<file path="src/rtl/rtim_pkg.sv">
package rtim_pkg;
   typedef enum logic {
      RT_IDLE = 1'b0,
      RT_RUN  = 1'b1
   } rt_mode_e;
endpackage

</file>
<file path="src/rtl/rtim_count.sv">
module rtim_count #(
   parameter int WIDTH = 8
) (
   input  logic             clk,
   input  logic             rst,
   input  logic             start,
   input  logic             go,
   input  logic             wr,
   input  logic [WIDTH-1:0] wdata,
   input  logic [WIDTH-1:0] reload,
   output logic             zero
);
   localparam logic [WIDTH-1:0] CNT_ZERO = '0;
   localparam logic [WIDTH-1:0] CNT_ONE  = {{(WIDTH-1){1'b0}}, 1'b1};

   logic [WIDTH-1:0] cnt;

   always_ff @(posedge clk) begin
      if (rst) begin
         cnt <= CNT_ZERO;
      end else if (start) begin
         // a write on the enabling edge takes precedence over the stored value
         cnt <= wr ? wdata : reload;
      end else if (go) begin
         if (wr)
            cnt <= wdata;
         else if (cnt == CNT_ZERO)
            cnt <= reload;
         else
            cnt <= cnt - CNT_ONE;
      end
   end

   assign zero = (cnt == CNT_ZERO);
endmodule

</file>
<file path="src/rtl/rtim_event.sv">
module rtim_event #(
   parameter bit REPLAY = 1'b1
) (
   input  logic clk,
   input  logic rst,
   input  logic en,
   input  logic start,
   input  logic ev,
   output logic irq
);
   logic held;

   generate
      if (REPLAY) begin : g_hold
         logic held_q;
         always_ff @(posedge clk) begin
            if (rst)
               held_q <= 1'b0;
            else if (start)
               held_q <= 1'b0;
            else if (!en)
               held_q <= held_q | ev;
         end
         assign held = held_q;
      end else begin : g_nohold
         assign held = 1'b0;
      end
   endgenerate

   always_ff @(posedge clk) begin
      if (rst)
         irq <= 1'b0;
      else if (en)
         irq <= ev | (start & held);
      else
         irq <= ev;
   end
endmodule

</file>
<file path="src/rtl/rtim_div2.sv">
module rtim_div2 (
   input  logic clk,
   input  logic rst,
   input  logic en,
   input  logic start,
   input  logic ev,
   output logic fout
);
   always_ff @(posedge clk) begin
      if (rst || !en || start)
         fout <= 1'b0;
      else if (ev)
         fout <= ~fout;
   end
endmodule

</file>
<file path="src/rtl/reload_timer.sv">
module reload_timer #(
   parameter int WIDTH  = 8,
   parameter bit REPLAY = 1'b1
) (
   input  logic             clk,
   input  logic             rst,
   input  logic             en,
   input  logic             wr,
   input  logic [WIDTH-1:0] wdata,
   output logic             irq,
   output logic             fout
);
   import rtim_pkg::*;

   localparam logic [WIDTH-1:0] RELOAD_INIT = '0;

   generate
      if (WIDTH < 2 || WIDTH > 32) begin : g_bad_width
         $error("reload_timer: WIDTH must lie in 2..32");
      end
   endgenerate

   rt_mode_e         mode;
   logic [WIDTH-1:0] reload;
   logic             start;
   logic             go;
   logic             zero;
   logic             ev;

   always_ff @(posedge clk) begin
      if (rst)
         mode <= RT_IDLE;
      else
         mode <= en ? RT_RUN : RT_IDLE;
   end

   always_ff @(posedge clk) begin
      if (rst)
         reload <= RELOAD_INIT;
      else if (wr)
         reload <= wdata;
   end

   assign start = en && (mode == RT_IDLE);
   assign go    = en && (mode == RT_RUN);
   assign ev    = (mode == RT_RUN) && zero;

   rtim_count #(.WIDTH(WIDTH)) u_count (
      .clk    (clk),
      .rst    (rst),
      .start  (start),
      .go     (go),
      .wr     (wr),
      .wdata  (wdata),
      .reload (reload),
      .zero   (zero)
   );

   rtim_event #(.REPLAY(REPLAY)) u_event (
      .clk   (clk),
      .rst   (rst),
      .en    (en),
      .start (start),
      .ev    (ev),
      .irq   (irq)
   );

   rtim_div2 u_div2 (
      .clk   (clk),
      .rst   (rst),
      .en    (en),
      .start (start),
      .ev    (ev),
      .fout  (fout)
   );
endmodule

</file>
<file path="config.mk">
export PLATFORM = sky130hd
export DESIGN_NAME = reload_timer
export DESIGN_NICKNAME = d
export VERILOG_FILES = /design/src/rtl/rtim_pkg.sv /design/src/rtl/rtim_count.sv /design/src/rtl/rtim_event.sv /design/src/rtl/rtim_div2.sv /design/src/rtl/reload_timer.sv
export SDC_FILE = /design/constraint.sdc
export NUM_CORES = 1
export LEC_CHECK = 0
export ABC_AREA = 0
export BUFFER_PORTS_ARGS = -buffer_cell sky130_fd_sc_hd__buf_2
export CAP_MARGIN = 20
export CORE_MARGIN = 1
export CORE_UTILIZATION = 40
export CTS_BUF_LIST = sky130_fd_sc_hd__clkbuf_4 sky130_fd_sc_hd__clkbuf_8
export DETAILED_ROUTE_END_ITERATION = 16
export PLACE_DENSITY = 0.64
export SLEW_MARGIN = 20
export SYNTH_ARGS = -nofsm -noshare
export SYNTH_HDL_FRONTEND = slang
export SYNTH_SLANG_ARGS = --single-unit
</file>
<file path="constraint.sdc">
create_clock -name clk -period 1.54 [get_ports clk]
set_input_delay 0.154 -clock clk [delete_from_list [all_inputs] [get_ports clk]]
set_output_delay 0.154 -clock clk [all_outputs]
set_load 0.1 [all_outputs]
</file>
==> run metrics, run 1 <==
status finished with violations; failing checks negative setup slack; pre-CTS setup slack -111 ps; Post-Syn Area 1130 sq um; Num Clock Sinks 20; max-slew violation count 0; # hold bufs at CTS 0; number of I/O port buffers 13; Slew HR 67.9%; die height 55.2 microns; syn nets 153; Vias/cell 5.76; RSZ-0062 raised after global routing yes; root buffer cell clkbuf_4; Worst Hold Endpoint reload[6]; Hold Path Class in2reg; share of post-route cells with drive strength above 1 35.3%; Max H-tree Level 1; startpoint types flip-flop; placed cells 192; Layout Nets 185; Max VDD drop 0.602 mV; Routed wire per std cell 15.1 microns; worst-path fanout max 3; Final Hold Fails 0; CP arrival 1820 ps; vias in the first global route 1028; PnR worst setup slack -68.4 ps; total CTS buffers 3; RR Startpoint u_count.cnt[0]; Worst-path clk slew 110 ps; hold path cells 3; GPL Wtd Cong 0.826; commonest cells after routing, fill and taps aside buf_4, nand2_1, a21oi_1; post-route ant nets 0; core area 2570 sq um; Worst-Skew Late Latency 310 ps; commonest non-fill, non-tap cell in the layout buf_4; Power Density 905 nW/um^2; dpl hpwl 2.08 mm; IO Pins 14; Netlist cell types 37; Max Freq 0.622 GHz; largest net degree at the start of global routing 17; Die Wd 55.2 microns; sequential share of the synthesized area 35.4%; Syn Area/Cell 8.14 sq um; initial antenna violation count 0; Filler cells 246; Final setup viols 10; number of max-cap violations 0; Residual DRC 0; Worst Max-Slew Pin Slew 485 ps; crit end category flip-flop; first-pass GRT wire length 4.55 mm; reg2reg end u_count.cnt[7]; GRT Total Usage 21.8%; Post-Route Skew 5.44 ps; DIE AREA 3040 sq um; grt total ovfl 0; FP Rows 18; Tot Pwr 0.00133 W; synth warn 0; R2R Setup Slk -70 ps; Initial Utilization 44.1%; Worst Path Required 1760 ps; Detailed Routing Iterations Pass 1 4; critical path class reg2reg; Hold Crit Start wdata[6]; final wirelength 3.01 mm; layout overhead on the synthesized area 30.0%; R2R cell count 6; n_diodes 0; crit share post-route 104%; total number of vias 1152; CTS tree yes; Cells after Synth 139; 1st-iter DRT viols 28; P_leak 0.602 nW; fin cells 200; Longest Clk Path Bufs 2; Final Critical Period 1610 ps; Synth Register Bits 20
cell usage after synthesis:
master    number  area share [%]
a311oi_1       2             1.5
nor3_4         1             1.4
nor3_1         2            0.88
xnor2_1        2             1.5
nor4_2         1             1.1
ha_1           2             2.2
o32ai_2        1             1.4
nor4_1         1            0.55
o21ai_0        3             1.3
o32ai_1        4             3.1
nor3b_1        5             3.3
or4_4          1             1.0
inv_1          5             1.7
or4_1          1            0.66
nand2b_1      10             5.5
o211ai_1       1            0.66
mux2i_1        3             2.7
clkbuf_1       6             2.0
a211oi_2       1             1.1
a21o_1         2             1.3
xor2_1         1            0.77
nand2_1       17             5.6
a21oi_1       17             7.5
or3_1          2             1.1
o21a_1         1            0.66
nand3_1        2            0.88
a22oi_1        1            0.66
nor2b_1        2             1.1
a31o_2         1            0.77
a211oi_1       3             2.0
o31ai_1        2             1.3
a221o_1        1            0.88
buf_2          2            0.88
nor2_1        11             3.7
a22o_1         1            0.77
a311o_1        1            0.88
dfxtp_1       20              35
layer usage:
layer / track usage (%) / wire (microns) / up-vias
met5: 0 / 0 / -
met4: 8.75 / 54 / 0
met3: 3.55 / 128 / 7
met2: 38.2 / 1480 / 28
met1: 26.2 / 1340 / 551
li1: - / - / 566
registers in the layout, summed over array words and instances, names as in the netlist:
register / count
reload: 8
mode: 1
u_event.g_hold.held_q: 1
u_event.irq: 1
u_count.cnt: 8
u_div2.fout: 1
what timing repair did:
action | CTS | global route
setup endpoints to repair | 10 | 11
resized for setup | 10 | 6
setup buffers | 4 | 0
pin swaps | 8 | 3
cell type report:
cell class | count | area (sq um) | area share [%]
Clock buffer | 4 | 36.3 | 2.47
Inverter | 5 | 18.8 | 1.28
Multi-Input combinational cell | 106 | 741 | 50.4
Sequential cell | 20 | 407 | 27.7
Tap cell | 30 | 37.5 | 2.55
Timing Repair Buffer | 35 | 230 | 15.7
kinds of logic after synthesis:
family	synth area share, %
simple gates	26.9
compound gates	26.0
flops	35.4
buf+inv	4.54
xor+xnor	2.32
mux	2.65
fa+ha+maj	2.21
critical path, stage by stage (launching register included):
cell and delay (ps):
dfxtp_2 360, inv_1 60, ha_2 190, or3_1 330, a211oi_2 190, o32ai_1 100
a311oi_1 300
how the worst max path moves through the flow:
stage | start | endpoint | slack, ps | cells past startpoint
detailed placement | u_count.cnt[1] | u_count.cnt[7] | -110 | 6
CTS | u_count.cnt[4] | u_count.cnt[2] | -70 | 4
finish | u_count.cnt[0] | u_count.cnt[7] | -70 | 6
floorplan | u_count.cnt[1] | u_count.cnt[7] | -30 | 6
global placement | u_count.cnt[4] | u_count.cnt[5] | -80 | 4
global route | u_count.cnt[4] | u_count.cnt[2] | -120 | 4
per-stage QoR:
stage / instance area [sq um] / TNS [ps] / util (%) / hold WS [ps]
detailed placement: 1340 / -331 / 52.3 / 431
floorplan: 1140 / -25.3 / - / 301
finish: 1470 / -346 / 57.3 / 99.9
CTS: 1440 / -248 / 56.0 / 97.6
global route: 1470 / -924 / 57.3 / 116
global placement: 1340 / -162 / 52.3 / 409
where the power goes:
part           internal (W)  switching [W]
clock network      0.000145       0.000167
registers          0.000552      0.0000342
logic              0.000213       0.000220
total              0.000909       0.000421
No activity file was read; power rests on OpenSTA's default activity.
==> run 2: changes to the inputs <==
==> constraint.sdc (replaced) <==
create_clock -name clk -period 1.54 [get_ports clk]
set_input_delay 0.308 -clock clk [delete_from_list [all_inputs] [get_ports clk]]
set_output_delay 0.308 -clock clk [all_outputs]
set_load 0.1 [all_outputs]
==> run 2 against run 1 <==
Cell area up 3.2%; critical endpoint is now u_count.cnt[5]; the run still ends with negative setup slack left; sequential cell count unchanged; largest cell class unchanged; utilization up 1.9 points.
==> run metrics, run 2 (same netlist as run 1, synthesis figures left out) <==
DIE AREA 3040 sq um (unchanged); IO Pins 14 (unchanged); number of I/O port buffers 13 (unchanged); total CTS buffers 3 (unchanged); CTS tree yes; P_leak 0.620 nW (+3.1%); core area 2570 sq um (unchanged); n_diodes 0 (unchanged); dpl hpwl 2.06 mm (-0.99%); Worst Path Required 1760 ps (about the same); crit share post-route 104% (-0.19 points); Final Hold Fails 0 (unchanged); die height 55.2 microns (unchanged); pre-CTS setup slack -89.1 ps (+21.5 ps); commonest cells after routing, fill and taps aside buf_4, nand2_1, dfxtp_1; commonest non-fill, non-tap cell in the layout buf_4; CP arrival 1830 ps (about the same); status finished with violations; Filler cells 233 (-5.3%); Routed wire per std cell 16.2 microns (+7.3%); Max H-tree Level 1 (unchanged); GRT Total Usage 23.5% (+1.7 points); startpoint types flip-flop; layout overhead on the synthesized area 34.2%; largest net degree at the start of global routing 15 (-2); vias in the first global route 1076 (+4.7%); Max Freq 0.623 GHz (+0.18%); Layout Nets 188 (+1.6%); grt met3 use 3.28% (-0.27 points); critical path class reg2reg; failing checks negative setup slack; Num Clock Sinks 20 (unchanged); number of max-cap violations 0 (unchanged); fin area 1520 sq um (+3.2%); Die Wd 55.2 microns (unchanged); Longest Clk Path Bufs 2 (unchanged); Detailed Routing Iterations Pass 1 6 (+2); Power Density 866 nW/um^2 (-4.3%); Hold Path Class in2reg; root buffer cell clkbuf_4; Residual DRC 0 (unchanged); GPL Wtd Cong 0.808 (-2.2%); GRT met2 Usage 40.2% (+2.0 points); 1st-iter DRT viols 39 (+39%); PnR worst setup slack -65.5 ps (+2.96 ps); Worst-path clk slew 110 ps (about the same); grt peak-use layer met2; RSZ-0062 raised after global routing yes; Placed Area 1350 sq um (+0.56%); Slew HR 67.8% (about the same); Post-Route Skew 1.05 ps (-4.39 ps); Final setup viols 5 (-5); FP Rows 18 (unchanged); M1 GR Usage 30.8% (+4.6 points); total number of vias 1185 (+2.9%); crit end category flip-flop; Regs by FF count reload x8, u_count.cnt x8; Max VDD drop 0.517 mV (-14%); final wirelength 3.26 mm (+8.4%); Final Critical Period 1610 ps (-2.96 ps); # hold bufs at CTS 0 (unchanged); Worst-Skew Late Latency 300 ps (about the same); share of post-route cells with drive strength above 1 39.5% (+4.2 points); Initial Utilization 44.1% (unchanged); max-slew violation count 0 (unchanged); post-route ant nets 0 (unchanged); R2R Setup Slk -70 ps (about the same); Vias/cell 5.87 (+1.8%); worst-path fanout max 5 (+2); grt total ovfl 0 (unchanged); initial antenna violation count 0 (unchanged); Worst Max-Slew Pin Slew 486 ps (+0.833 ps); first-pass GRT wire length 5.01 mm (+10%)
-- run 2: cell types whose count changed in the layout (fill, tap and decap cells not counted), moves of 2 or more --
| cell | before | now |
|---|---|---|
| buf_6 | 0 | 2 |
| dfxtp_2 | 5 | 3 |
| a21oi_2 | 0 | 3 |
| dfxtp_4 | 0 | 2 |
| nor4_2 | 2 | 0 |
| o32ai_2 | 1 | 3 |
| inv_2 | 0 | 2 |
| a21oi_1 | 17 | 14 |
| o32ai_1 | 4 | 2 |
| inv_1 | 5 | 3 |
-- run 2: power by group --
| group | internal, W | switching (W) |
|---|---|---|
| sequential | 0.000550 | 0.0000379 |
| clock | 0.0000912 | 0.000164 |
| combinational | 0.000235 | 0.000235 |
| total | 0.000877 | 0.000437 |
-- run 2: final cells by class --
class / count / area [sq um] / share of cell area [%]
Clock buffer: 3 / 22.5 / 1.48
Inverter: 5 / 18.8 / 1.24
Tap cell: 30 / 37.5 / 2.47
Sequential cell: 20 / 412 / 27.1
Multi-Input combinational cell: 106 / 767 / 50.5
Timing Repair Buffer: 38 / 260 / 17.1
-- run 2: worst max-delay path: stages, from the launching register on --
cell and delay [ps]:
dfxtp_2 340, or4_4 590, nor3_4 220, buf_6 140, nor3_2 40, o32ai_2 180
-- run 2: final timing paths --
| check | depth (start not counted) | endpoint | start |
|---|---|---|---|
| min reg2reg | 2 | u_event.g_hold.held_q | u_event.g_hold.held_q |
| min | 3 | reload[5] | wdata[5] |
| max | 5 | u_count.cnt[5] | u_count.cnt[5] |
| max reg2reg | 5 | u_count.cnt[5] | u_count.cnt[5] |
-- run 2: routing by layer --
| metal | vias to the layer above | routed length [microns] |
|---|---|---|
| met5 | - | 0 |
| met3 | 5 | 203 |
| met4 | 0 | 31 |
| met1 | 553 | 1380 |
| li1 | 573 | - |
| met2 | 54 | 1650 |
-- run 2: repair_timing --
| action | 4_1_cts | 5_1_grt |
|---|---|---|
| buffers inserted | 5 | 1 |
| pin swaps | 7 | 9 |
| cloned | 0 | 0 |
| resized for setup | 13 | 14 |
| setup endpoints to repair | 11 | 11 |
-- run 2: metrics by stage --
| step | hold slack, ps | util, % | instances | power [W] | TNS (ps) |
|---|---|---|---|---|---|
| global placement | 448 | 52.6 | 193 | 0.000955 | -139 |
| finish | 256 | 59.1 | 202 | 0.00131 | -171 |
| global route | 258 | 59.1 | 202 | 0.00138 | -492 |
| floorplan | 436 | - | 139 | 0.000829 | -25.3 |
| CTS | 257 | 56.5 | 201 | 0.00126 | -188 |
| detailed placement | 452 | 52.6 | 193 | 0.000962 | -376 |
==> run 3: changes to the inputs <==
--- a/config.mk
+++ b/config.mk
@@ -12,7 +12,7 @@
 export CORE_UTILIZATION = 40
 export CTS_BUF_LIST = sky130_fd_sc_hd__clkbuf_4 sky130_fd_sc_hd__clkbuf_8
 export DETAILED_ROUTE_END_ITERATION = 16
-export PLACE_DENSITY = 0.64
+export PLACE_DENSITY = 0.62
 export SLEW_MARGIN = 20
 export SYNTH_ARGS = -nofsm -noshare
 export SYNTH_HDL_FRONTEND = slang
==> constraint.sdc (replaced) <==
create_clock -name clk -period 2 [get_ports clk]
set_input_delay 0.4 -clock clk [delete_from_list [all_inputs] [get_ports clk]]
set_output_delay 0.4 -clock clk [all_outputs]
set_load 0.1 [all_outputs]
==> run 3 against run 2 <==
The flow now finishes without violations; clock-buffer cell count is the same; cell area shrank 16%; sequential power shrank 23%; critical path depth grew 1; clock skew grew 6.6 ps; die area is the same; worst setup slack gained 310 ps.
==> run metrics, run 3 (same netlist as run 1, synthesis figures left out) <==
M1 GR Usage 24.0% (-6.7 points); reg2reg end u_count.cnt[7]; startpoint types flip-flop; dpl hpwl 1.73 mm (-16%); Int Pwr 0.000724 W (-17%); number of I/O port buffers 13 (unchanged); Die Wd 55.2 microns (unchanged); Final setup viols 0 (-5); Comb power frac 22.4% (-13 points); IO Pins 14 (unchanged); Clk network pwr share 32.7% (+13 points); Setup Total Neg Slack 0 ps (+171 ps); GRT Total Usage 18.6% (-4.9 points); number of max-cap violations 0 (unchanged); Filler cells 250 (+7.3%); DIE AREA 3040 sq um (unchanged); FP Rows 18 (unchanged); 1st-iter DRT viols 17 (-56%); fin area 1270 sq um (-16%); grt total ovfl 0 (unchanged); GPL Wtd Cong 0.759 (-6.0%); # hold bufs at CTS 0 (unchanged); commonest non-fill, non-tap cell in the layout dfxtp_1; Worst Setup EP u_count.cnt[7]; Post-Route Skew 7.67 ps (+6.62 ps); Switch Pwr 0.000290 W (-34%); Final Hold Fails 0 (unchanged); Worst-Skew Late Latency 300 ps (about the same); Num Clock Sinks 20 (unchanged); Detailed Routing Iterations Pass 1 4 (-2); layout overhead on the synthesized area 12.6%; post-CTS sizing 0 (-13); total CTS buffers 3 (unchanged); CP arrival 1980 ps (+150 ps); Critical path origin u_count.cnt[0]; commonest cells after routing, fill and taps aside dfxtp_1, nand2_1, a21oi_1; setup bufs post-CTS 0 (-5); crit share post-route 87.8% (-16 points); worst-path fanout max 6 (+1); Hold Path Class in2reg; Max H-tree Level 1 (unchanged); Layout Nets 165 (-12%); GRT met2 Usage 30.5% (-9.6 points); Final Critical Period 1760 ps (+150 ps); RR Startpoint u_count.cnt[0]; Flop pwr share 44.9% (about the same); Routed wire per std cell 13.5 microns (-16%); RSZ-0062 raised after global routing no; Initial Utilization 44.1% (unchanged); root buffer cell clkbuf_4; core area 2570 sq um (unchanged); final wirelength 2.44 mm (-25%); total number of vias 1025 (-14%); post-route ant nets 0 (unchanged); vias in the first global route 889 (-17%); critical path class reg2reg; crit end category flip-flop; first-pass GRT wire length 3.95 mm (-21%); R2R Setup Slk 240 ps (+310 ps); share of post-route cells with drive strength above 1 17.3% (-22 points); Max Freq 0.570 GHz (-8.6%); Worst Path Required 2220 ps (+460 ps); grt peak-use layer met2; n_diodes 0 (unchanged); CTS tree yes; Vias/cell 5.69 (-2.9%); Max VDD drop 0.443 mV (-14%); Sw Ratio 28.6% (-4.7 points); R2R cell count 6 (+1); Regs by FF count reload x8, u_count.cnt x8; Worst Max-Slew Pin Slew 479 ps (-6.40 ps); max-slew violation count 0 (unchanged); Worst-path clk slew 120 ps (about the same); P_leak 0.499 nW (-20%); Longest Clk Path Bufs 2 (unchanged); Residual DRC 0 (unchanged); Power Density 796 nW/um^2 (-8.0%); Placed Area 1220 sq um (-9.9%); largest net degree at the start of global routing 25 (+10); status finished, final reports clean; grt met3 use 2.46% (-0.82 points); initial antenna violation count 0 (unchanged); die height 55.2 microns (unchanged); Slew HR 68.0% (+0.16 points)
[run 3: cell count changes in the layout (fill, tap and decap cells not counted), sizes merged]
cell,previous run,this run
buf,38,15
bufinv,0,1
[run 3: worst max-delay path, cell delays in order (launching register included)]
cell	delay [ps]
dfxtp_1	420
inv_1	100
ha_1	250
or3_1	330
a211oi_2	220
o32ai_1	110
a311oi_1	240
[run 3: power by group through the flow]
stage	sequential, W	combinational, W	clock [W]
floorplan	0.000459	0.000178	0
global placement	0.000463	0.000223	0
detailed placement	0.000464	0.000226	0
CTS	0.000454	0.000226	0.000343
global route	0.000460	0.000250	0.000357
finish	0.000455	0.000227	0.000332
[run 3: cell type report]
cell class	count	area, sq um	area share [%]
multi-input combinational	106	684	53.7
sequential	20	400	31.4
timing repair buffer	15	80.1	6.29
clock buffer	3	22.5	1.77
clock inverter	1	30.0	2.36
inverter	5	18.8	1.47
tap	30	37.5	2.95
[run 3: worst min path at each step]
stage,end,depth (start not counted),startpoint
2_1_floorplan,u_event.g_hold.held_q,2,u_event.g_hold.held_q
3_3_place_gp,u_event.g_hold.held_q,2,u_event.g_hold.held_q
3_5_place_dp,u_event.g_hold.held_q,2,u_event.g_hold.held_q
4_1_cts,reload[5],3,wdata[5]
5_1_grt,reload[7],3,wdata[7]
6_report,reload[5],3,wdata[5]
[run 3: layer usage]
| metal | wire length (microns) | share of wire (%) | vias up |
|---|---|---|---|
| li1 | - | - | 530 |
| met1 | 1180 | 49 | 476 |
| met2 | 1150 | 47 | 17 |
| met3 | 88 | 3.6 | 2 |
| met4 | 19 | 0.78 | 0 |
| met5 | 0 | 0 | - |
[run 3: stage by stage]
stage	util (%)	setup WS (ps)	cells	hold WS [ps]	power, W
after floorplan	-	398	139	436	0.000637
after global placement	47.4	277	176	451	0.000685
after detailed placement	47.4	149	176	461	0.000690
after CTS	49.4	176	180	330	0.00102
after global routing	49.6	122	180	342	0.00107
final	49.6	244	180	339	0.00101
